**src/rtl/ctt_pkg.sv**
```systemverilog
package ctt_pkg;
    // Register offsets inside the 256-byte window
    localparam logic [7:0] OFF_TICK = 8'h00;
    localparam logic [7:0] OFF_ICNT = 8'h08;
    localparam logic [7:0] OFF_CTRL = 8'h20;
    localparam logic [7:0] OFF_STAT = 8'h30;
    localparam logic [7:0] OFF_IEN  = 8'h34;
    localparam logic [7:0] OFF_WST  = 8'h40;

    // Control bits
    localparam int CTRL_TMR = 0;
    localparam int CTRL_INT = 1;
    localparam int CTRL_IVL = 2;

    // Write-applied status bits
    localparam int WST_TICK = 0;
    localparam int WST_ICNT = 1;
    localparam int WST_CTRL = 3;

    // Load-request bit in a count-buffer write
    localparam int UPD_BIT = 31;
endpackage

```
**src/rtl/ctt_prescale.sv**
```systemverilog
module ctt_prescale #(
    parameter int TCNT_W = 32
) (
    input  logic              clk,
    input  logic              rst_n,
    input  logic              run_i,
    input  logic              load_i,
    input  logic [TCNT_W-1:0] load_val_i,
    output logic              tick_o,
    output logic [TCNT_W-1:0] rld_o
);
    typedef struct packed {
        logic [TCNT_W-1:0] rld;
        logic [TCNT_W-1:0] cnt;
    } pre_st_t;

    pre_st_t st_d, st_q;

    always_comb begin
        st_d   = st_q;
        tick_o = run_i && (st_q.cnt == '0);
        if (load_i) begin
            st_d.rld = load_val_i;
            st_d.cnt = load_val_i;
        end else if (tick_o) begin
            st_d.cnt = st_q.rld;
        end else if (run_i) begin
            st_d.cnt = st_q.cnt - 1'b1;
        end
    end

    always_ff @(posedge clk or negedge rst_n) begin
        if (!rst_n) st_q <= '0;
        else        st_q <= st_d;
    end

    assign rld_o = st_q.rld;

    AST_TICK_RELOAD: assert property (@(posedge clk) disable iff (!rst_n)
        (tick_o && !load_i) |=> (st_q.cnt == $past(st_q.rld)));
endmodule

```
**src/rtl/ctt_icount.sv**
```systemverilog
module ctt_icount #(
    parameter int ICNT_W = 31
) (
    input  logic              clk,
    input  logic              rst_n,
    input  logic              run_i,
    input  logic              tick_i,
    input  logic              ivl_i,
    input  logic              wr_i,
    input  logic              upd_i,
    input  logic [ICNT_W-1:0] val_i,
    output logic [ICNT_W-1:0] cnt_o,
    output logic              expire_o
);
    typedef struct packed {
        logic [ICNT_W-1:0] rld;
        logic [ICNT_W-1:0] cnt;
    } ic_st_t;

    ic_st_t st_d, st_q;
    logic   force_ld;
    logic   step;

    always_comb begin
        st_d     = st_q;
        force_ld = wr_i && upd_i;
        step     = run_i && tick_i && (st_q.cnt != '0) && !force_ld;
        expire_o = step && (st_q.cnt == ICNT_W'(1));
        if (wr_i) st_d.rld = val_i;
        if (force_ld) begin
            st_d.cnt = val_i;
        end else if (step) begin
            if (expire_o) st_d.cnt = ivl_i ? st_q.rld : '0;
            else          st_d.cnt = st_q.cnt - 1'b1;
        end
    end

    always_ff @(posedge clk or negedge rst_n) begin
        if (!rst_n) st_q <= '0;
        else        st_q <= st_d;
    end

    assign cnt_o = st_q.cnt;

    AST_ONESHOT_REST: assert property (@(posedge clk) disable iff (!rst_n)
        (expire_o && !ivl_i) |=> (st_q.cnt == '0));
    AST_IVL_RELOAD: assert property (@(posedge clk) disable iff (!rst_n)
        (expire_o && ivl_i) |=> (st_q.cnt == $past(st_q.rld)));
    AST_HOLD_STOPPED: assert property (@(posedge clk) disable iff (!rst_n)
        (!run_i && !(wr_i && upd_i)) |=> $stable(st_q.cnt));
    AST_ZERO_QUIET: assert property (@(posedge clk) disable iff (!rst_n)
        (st_q.cnt == '0) |-> !expire_o);
endmodule

```
**src/rtl/core_tick_timer.sv**
```systemverilog
module core_tick_timer #(
    parameter int              ADDR_W    = 12,
    parameter logic [11:0]     BASE_ADDR = 12'h300,
    parameter int              TCNT_W    = 32,
    parameter int              ICNT_W    = 31
) (
    input  logic              clk,
    input  logic              rst_n,
    input  logic              bus_wr,
    input  logic [ADDR_W-1:0] bus_addr,
    input  logic [31:0]       bus_wdata,
    output logic [31:0]       bus_rdata,
    output logic              irq_o
);
    import ctt_pkg::*;

    localparam logic [ADDR_W-1:0] BASE_FULL = ADDR_W'(BASE_ADDR);
    localparam int                HI_W      = ADDR_W - 8;

    typedef struct packed {
        logic [2:0] ctrl;
        logic       ien;
        logic       flag;
        logic [3:0] wst;
    } top_st_t;

    top_st_t st_d, st_q;

    logic              in_win;
    logic [7:0]        off;
    logic              wr_tick, wr_icnt, wr_ctrl, wr_stat, wr_ien, wr_wst;
    logic              tick;
    logic              expire;
    logic [TCNT_W-1:0] tick_rld;
    logic [ICNT_W-1:0] icnt;
    logic [3:0]        wst_set;

    assign in_win  = (bus_addr[ADDR_W-1:8] == BASE_FULL[ADDR_W-1:8]);
    assign off     = bus_addr[7:0];
    assign wr_tick = bus_wr && in_win && (off == OFF_TICK);
    assign wr_icnt = bus_wr && in_win && (off == OFF_ICNT);
    assign wr_ctrl = bus_wr && in_win && (off == OFF_CTRL);
    assign wr_stat = bus_wr && in_win && (off == OFF_STAT);
    assign wr_ien  = bus_wr && in_win && (off == OFF_IEN);
    assign wr_wst  = bus_wr && in_win && (off == OFF_WST);

    ctt_prescale #(.TCNT_W(TCNT_W)) u_pre (
        .clk       (clk),
        .rst_n     (rst_n),
        .run_i     (st_q.ctrl[CTRL_TMR]),
        .load_i    (wr_tick),
        .load_val_i(bus_wdata[TCNT_W-1:0]),
        .tick_o    (tick),
        .rld_o     (tick_rld)
    );

    ctt_icount #(.ICNT_W(ICNT_W)) u_icnt (
        .clk     (clk),
        .rst_n   (rst_n),
        .run_i   (st_q.ctrl[CTRL_INT]),
        .tick_i  (tick),
        .ivl_i   (st_q.ctrl[CTRL_IVL]),
        .wr_i    (wr_icnt),
        .upd_i   (bus_wdata[UPD_BIT]),
        .val_i   (bus_wdata[ICNT_W-1:0]),
        .cnt_o   (icnt),
        .expire_o(expire)
    );

    always_comb begin
        st_d    = st_q;
        wst_set = '0;
        wst_set[WST_TICK] = wr_tick;
        wst_set[WST_ICNT] = wr_icnt;
        wst_set[WST_CTRL] = wr_ctrl;
        if (wr_ctrl) st_d.ctrl = bus_wdata[2:0];
        if (wr_ien)  st_d.ien  = bus_wdata[0];
        st_d.flag = (st_q.flag && !(wr_stat && bus_wdata[0])) || expire;
        st_d.wst  = (st_q.wst & ~(wr_wst ? bus_wdata[3:0] : 4'h0)) | wst_set;
    end

    always_ff @(posedge clk or negedge rst_n) begin
        if (!rst_n) st_q <= '0;
        else        st_q <= st_d;
    end

    always_comb begin
        bus_rdata = '0;
        if (in_win) begin
            case (off)
                OFF_TICK: bus_rdata = 32'(tick_rld);
                OFF_ICNT: bus_rdata = 32'(icnt);
                OFF_CTRL: bus_rdata = 32'(st_q.ctrl);
                OFF_STAT: bus_rdata = 32'(st_q.flag);
                OFF_IEN:  bus_rdata = 32'(st_q.ien);
                OFF_WST:  bus_rdata = 32'(st_q.wst);
                default:  bus_rdata = '0;
            endcase
        end
    end

    assign irq_o = st_q.flag && st_q.ien;

    AST_FLAG_FROM_ONE: assert property (@(posedge clk) disable iff (!rst_n)
        $rose(st_q.flag) |-> ($past(icnt) == ICNT_W'(1)));
    AST_W1C_FLAG: assert property (@(posedge clk) disable iff (!rst_n)
        (wr_stat && bus_wdata[0] && !expire) |=> !irq_o);
    AST_WST_CTRL: assert property (@(posedge clk) disable iff (!rst_n)
        wr_ctrl |=> st_q.wst[WST_CTRL]);
    AST_NO_HI_WIDTH: assert property (@(posedge clk) disable iff (!rst_n)
        (!in_win) |-> (bus_rdata == 32'h0));

    initial begin
        AST_BASE_ALIGN: assert (HI_W > 0 && BASE_ADDR[7:0] == 8'h00);
    end
endmodule

```
**config.mk**
```make
export PLATFORM = sky130hd
export DESIGN_NAME = core_tick_timer
export DESIGN_NICKNAME = d
export VERILOG_FILES = /design/src/rtl/ctt_pkg.sv /design/src/rtl/ctt_prescale.sv /design/src/rtl/ctt_icount.sv /design/src/rtl/core_tick_timer.sv
export SDC_FILE = /design/constraint.sdc
export NUM_CORES = 1
export LEC_CHECK = 0
export ABC_AREA = 1
export BUFFER_PORTS_ARGS = -buffer_cell sky130_fd_sc_hd__buf_4
export CAP_MARGIN = 20
export CELL_PAD_IN_SITES_DETAIL_PLACEMENT = 2
export CELL_PAD_IN_SITES_GLOBAL_PLACEMENT = 2
export CORE_ASPECT_RATIO = 1.25
export CORE_UTILIZATION = 34
export DETAILED_ROUTE_END_ITERATION = 12
export PLACE_DENSITY_LB_ADDON = 0.2
export SLEW_MARGIN = 15
export SYNTH_ARGS = -nofsm -noshare
export SYNTH_HDL_FRONTEND = slang
export SYNTH_SLANG_ARGS = --single-unit
```
**constraint.sdc**
```tcl
create_clock -name clk -period 2.54 [get_ports clk]
set_input_delay 0.508 -clock clk [delete_from_list [all_inputs] [get_ports clk]]
set_output_delay 0.508 -clock clk [all_outputs]
set_load 0.05 [all_outputs]
```
* Word-level counts from Yosys, hierarchy flattened *
Index checks and enable logic that the tools add are counted.

storage, ports and cells
  register bits after elaboration = 135
  input bits = 47
  output and inout bits = 33
  word-level logic and storage cells = 54

operators by class
  add/sub/neg operators = 2
  equality and inequality tests = 7
  muxes and demuxes = 10
  bitwise gates (word level) = 3
  reduce and logical (&&, ||, !) cells = 24

operators with widths
  kind                     count
  $pmux W32 S6             1
  $mux W32                 4
  $mux W31                 4
  $logic_not A32 Y1        1
  $sub A32 B1 Y32 const B  1
  $eq A31 B1 Y1 const B    1
  $reduce_bool A31 Y1      1
  $sub A31 B1 Y31 const B  1
  $eq A8 B6 Y1 const B     3
  $logic_and A1 B1 Y1      16
  $eq A8 B4 Y1 const B     1
  $eq A8 B7 Y1 const B     1
  $logic_not A8 Y1         1
  $and A4 B4 Y4            1
  $eq A4 B2 Y1 const B     1
  $mux W4                  1
  $not A4 Y4               1
  $or A4 B4 Y4             1
  $reduce_bool A3 Y1       1
  $logic_not A1 Y1         2
  $reduce_bool A2 Y1       1
  $logic_or A1 B1 Y1       1

* Depth between registers and ports, before layout *
  word-level depth = 10
  depth in mapped cells = 13
  gate-level depth less buffers = 13

* Cells and area by module *
Synthesis repeated with hierarchy kept, for this count alone.

unflattened totals
  cells, all modules = 1470
  area total of the unflattened synthesis = 9743.1 sq um

by module, submodules not included
  module           instances  cells each  area an instance (sq um)  seq. area each (sq um)
  ctt_icount       1          641         4241.6                    1551.5
  ctt_prescale     1          566         4040.1                    1601.5
  core_tick_timer  1          263         1461.4                    225.2

* Least setup slack after synthesis *
Ideal clock, no wire load.

  path type = input-to-output
  start point = input port bus_addr[1]
  end point = output port bus_rdata[3]
  data arrival time = 2.259 ns
  data required time = 2.032 ns
  path slack = -0.227 ns
  stages on the path = 8
  buffers on the path = 1
  path through = nor2_2 > nand3_2 > nor2_1 > nor2_1 > nand3_1 > nand2_1 > buf_2 > a31oi_1

on the way
  longest elaborated chain between the ends = 3
  elaborated cells on any way between the ends = 8
  those cells by class = eq/ne: 5; mux: 2; reduce/logical: 1

RTL lines
  element                               line                   RTL
  from (decl)                           core_tick_timer.sv:10  input logic [ADDR_W-1:0] bus_addr,
  $eq A8 B7 Y1 (tied with other cells)  core_tick_timer.sv:90  case (off)
  $pmux W32 S6 (*)                      core_tick_timer.sv:90
  $mux W32 (*)                          core_tick_timer.sv:89  if (in_win) begin
  to (decl)                             core_tick_timer.sv:12  output logic [31:0] bus_rdata,

Mark *: on every way between the ends. The rest lies on a longest branch, timed or not.

* Worst setup path in the final report *
  start point = input port bus_addr[1]
  end point = output port bus_rdata[9]

The elaborated chain is that of the path after synthesis.

==> results by group <==
Clocking
  • CTS Hold Bufs: 0
  • Clk slew on worst S/H paths: 0.06 ns
  • CTS tree: built
  • Clk buf depth: 2
  • Clock H-tree levels: 4
  • Clock root cell: clkbuf_16
  • Clk Latency, worst-skew pair: 0.44 ns
  • Inserted Clock Buffers: 17
  • Clock sink count: 135

Power and ir drop
  • Power per cell area: 510 mW/mm^2
  • Sequential fraction of design power: 39.6%
  • Psw: 1.38 mW
  • Maximum VDD drop: 0.000453 V
  • Switching share of total power: 24.7%
  • Leak pwr: 5.47 nW
  • Overall power: 5.61 mW
  • Power Internal: 4.23 mW
  • Clock Power Share: 52.9%
  • Logic pwr share: 7.5%

Routing
  • 1st-pass router iterations: 6
  • Vias per cell: 5.41
  • ANT nets after route: 0
  • DR iter-0 viols: 427
  • DRT Wirelength: 39800 um
  • Via count: 9489
  • Wire length per cell: 22.7 um
  • Residual DRC: 0

Global routing
  • First-pass GRT wire length: 61000 um
  • Grt total ovfl: 0
  • Antenna violations before repair: 1
  • GR Util All Layers: 30.0%
  • Pin count of the biggest net entering global routing: 65
  • Vias in the first global route: 10500

STA
  • Final setup margin: 0.0426 ns
  • Hold Vio Cnt, Final: 0
  • Worst-margin pin slew: 0.532 ns
  • Slew headroom: 64.5%
  • F_max: 0.400 GHz
  • Tmin final: 2.50 ns
  • Final period util: 98.3%
  • Max Slew Vio Count: 0
  • Clock skew: 0.00919 ns
  • Final Setup Violations: 0

Floorplanning
  • I/O pin cnt: 80
  • Rows: 66
  • Die Width: 147 um
  • Die ar.: 0.0271 mm^2
  • Std-Cell Core Area: 0.0260 mm^2
  • Chip height: 184 um
  • Initial core utilization: 34.5%

Placed design
  • Post-DP HPWL: 29500 um
  • Routability cong.: 0.894
  • Placed cells: 1716
  • PortBufs: 79
  • Pre-CTS setup slack: -0.0321 ns

Setup path
  • WS Path Type: in -> out
  • Critical Path Source Type: input port
  • Required time of the critical path: 2.03 ns
  • Max FO, Critical Path: 10
  • Data arrival time of the critical path: 1.99 ns
  • CP endpoint kind: primary output

Synthesis
  • Synth top area cells: dfrtp_1 38%, nand2_1 18%, o21ai_0 5.3%
  • Post-synth EDFFs: 0
  • Cell taking the most area after synthesis: dfrtp_1
  • Sequential area share after synthesis: 37.6%
  • Mapped cell area: 0.00898 mm^2
  • Top_reg_cell synth: dfrtp_1
  • Top-count cell post-synth: nand2_1
  • Yosys warns: 0
  • Fraction of registers with async set/reset: 100%
  • Synth Area per Inst: 6.97 um^2
  • Synth Register Bits: 135
  • Yosys top cell area share: 37.6%
  • Most instantiated cells after synthesis: 424 x nand2_1, 135 x dfrtp_1, 124 x inv_1
  • Post-Synthesis Cells: 1287
  • Synth cell types: 40
  • Post-Syn Nets: 1338

Outcome
  • Outcome: complete, no violations

Cells and area
  • Syn-to-layout area delta: 22.5%
  • Final Non-Filler Cells: 1753
  • Final core utilization: 42.3%
  • Fin nets: 1450
  • Share of cells above drive strength 1: 19.3%
  • Fillers: 3103

Min path
  • Worst min path class: in -> async

Flow run
  • Max capacitance violation total: 0
[power by group through the flow]
stage	sequential (mW)	combinational (mW)	clock (mW)
after floorplan	2.25	0.190	0
after global placement	2.26	0.393	0
after detailed placement	2.26	0.409	0
after CTS	2.22	0.418	2.99
after global routing	2.23	0.463	3.06
final	2.22	0.421	2.97
[path summary, 6_finish.rpt]
path	from	endpoint	slack, ns	depth (start not counted)
hold reg to reg	u_icnt.st_q[57]	u_icnt.st_q[57]	0.49	2
max in group asynchronous	rst_n	u_pre.st_q[1]	1.77	2
setup reg to reg	u_icnt.cnt_o[0]	u_icnt.cnt_o[30]	0.21	12
hold / removal	rst_n	u_icnt.st_q[57]	0.02	1
min in group clk	bus_wdata[16]	u_icnt.cnt_o[16]	0.30	3
setup / recovery	bus_addr[1]	bus_rdata[9]	0.04	10
[metal layers]
metal	up-vias	global-route usage, %	share of wire, %
met5	-	0	0
met4	0	10.4	2.6
met3	59	4.29	3.5
met2	182	53.6	51
met1	4914	36.7	43
li1	4334	-	-
[sequential cells by signal, indices dropped and copies added (netlist names)]
signal	flops
st_q	9
u_icnt.cnt_o	31
u_icnt.st_q	31
u_pre.rld_o	32
u_pre.st_q	32
[repair_timing]
action,4_1_cts,5_1_grt
pin swaps,0,1
setup endpoints to repair,4,25
setup buffers,0,3
gates resized for setup,1,5
hold endpoints to repair,0,0
gates cloned,0,1
[cell families after synthesis]
logic type      after synthesis  share of synthesized area (%)
simple gates                728                           36.6
mux                           6                          0.753
buf+inv                     181                           8.96
compound gates              206                           12.9
fa+ha+maj                     4                          0.558
flops                       135                           37.6
xor+xnor                     27                           2.63
[worst max-delay path, cell delays in order]
cell,delay (ns)
buf_4,0.12
nor2_4,0.15
nand2_1,0.09
nor2_1,0.15
nand3_1,0.12
nand3_1,0.11
nand2_1,0.13
buf_4,0.21
a21oi_1,0.18
buf_4,0.23
[stage by stage]
| stage | TNS [ns] | cell area, um^2 | hold slack, ns |
|---|---|---|---|
| detailed placement | -0.0634 | 10200 | 0.474 |
| finish | 0 | 11000 | 0.0185 |
| global route | -0.432 | 11000 | 0.0504 |
| global placement | 0 | 10200 | 0.467 |
| CTS | 0 | 10900 | 0.0369 |
| floorplan | -5.29 | 8980 | 0.212 |
[area by class of cell]
type                    instances  area, um^2  area share [%]
clock buffers                  20         457            4.15
flip-flops and latches        135        3380            30.7
inverters                     134         508            4.62
diodes                          1        2.50          0.0228
clock inverters                12         223            2.03
multi-input cells             971        4830            43.9
repair buffers                140        1170            10.7
well taps                     340         425            3.87
[cells in the final DEF (no fill, tap or decap), types with 4 or more instances in the layout]
| cell type | instances |
|---|---|
| a21boi_0 | 5 |
| nor2_4 | 13 |
| inv_2 | 8 |
| nand3_1 | 82 |
| a21oi_1 | 40 |
| inv_1 | 124 |
| nand3_2 | 13 |
| o21bai_1 | 24 |
| buf_4 | 130 |
| or2_2 | 7 |
| nor2_1 | 113 |
| buf_12 | 8 |
| nand3b_1 | 4 |
| nand2_1 | 423 |
| o21ai_1 | 15 |
| bufinv_16 | 6 |
| xnor2_1 | 4 |
| mux2_1 | 6 |
| o21ai_0 | 95 |
| dfrtp_1 | 135 |
| clkbuf_16 | 18 |
| xor2_1 | 23 |
| ha_1 | 4 |
| nand4_1 | 13 |
| nor2_2 | 24 |
| o22ai_1 | 20 |
| nand2_2 | 21 |
(Power assumes the default switching activity.)
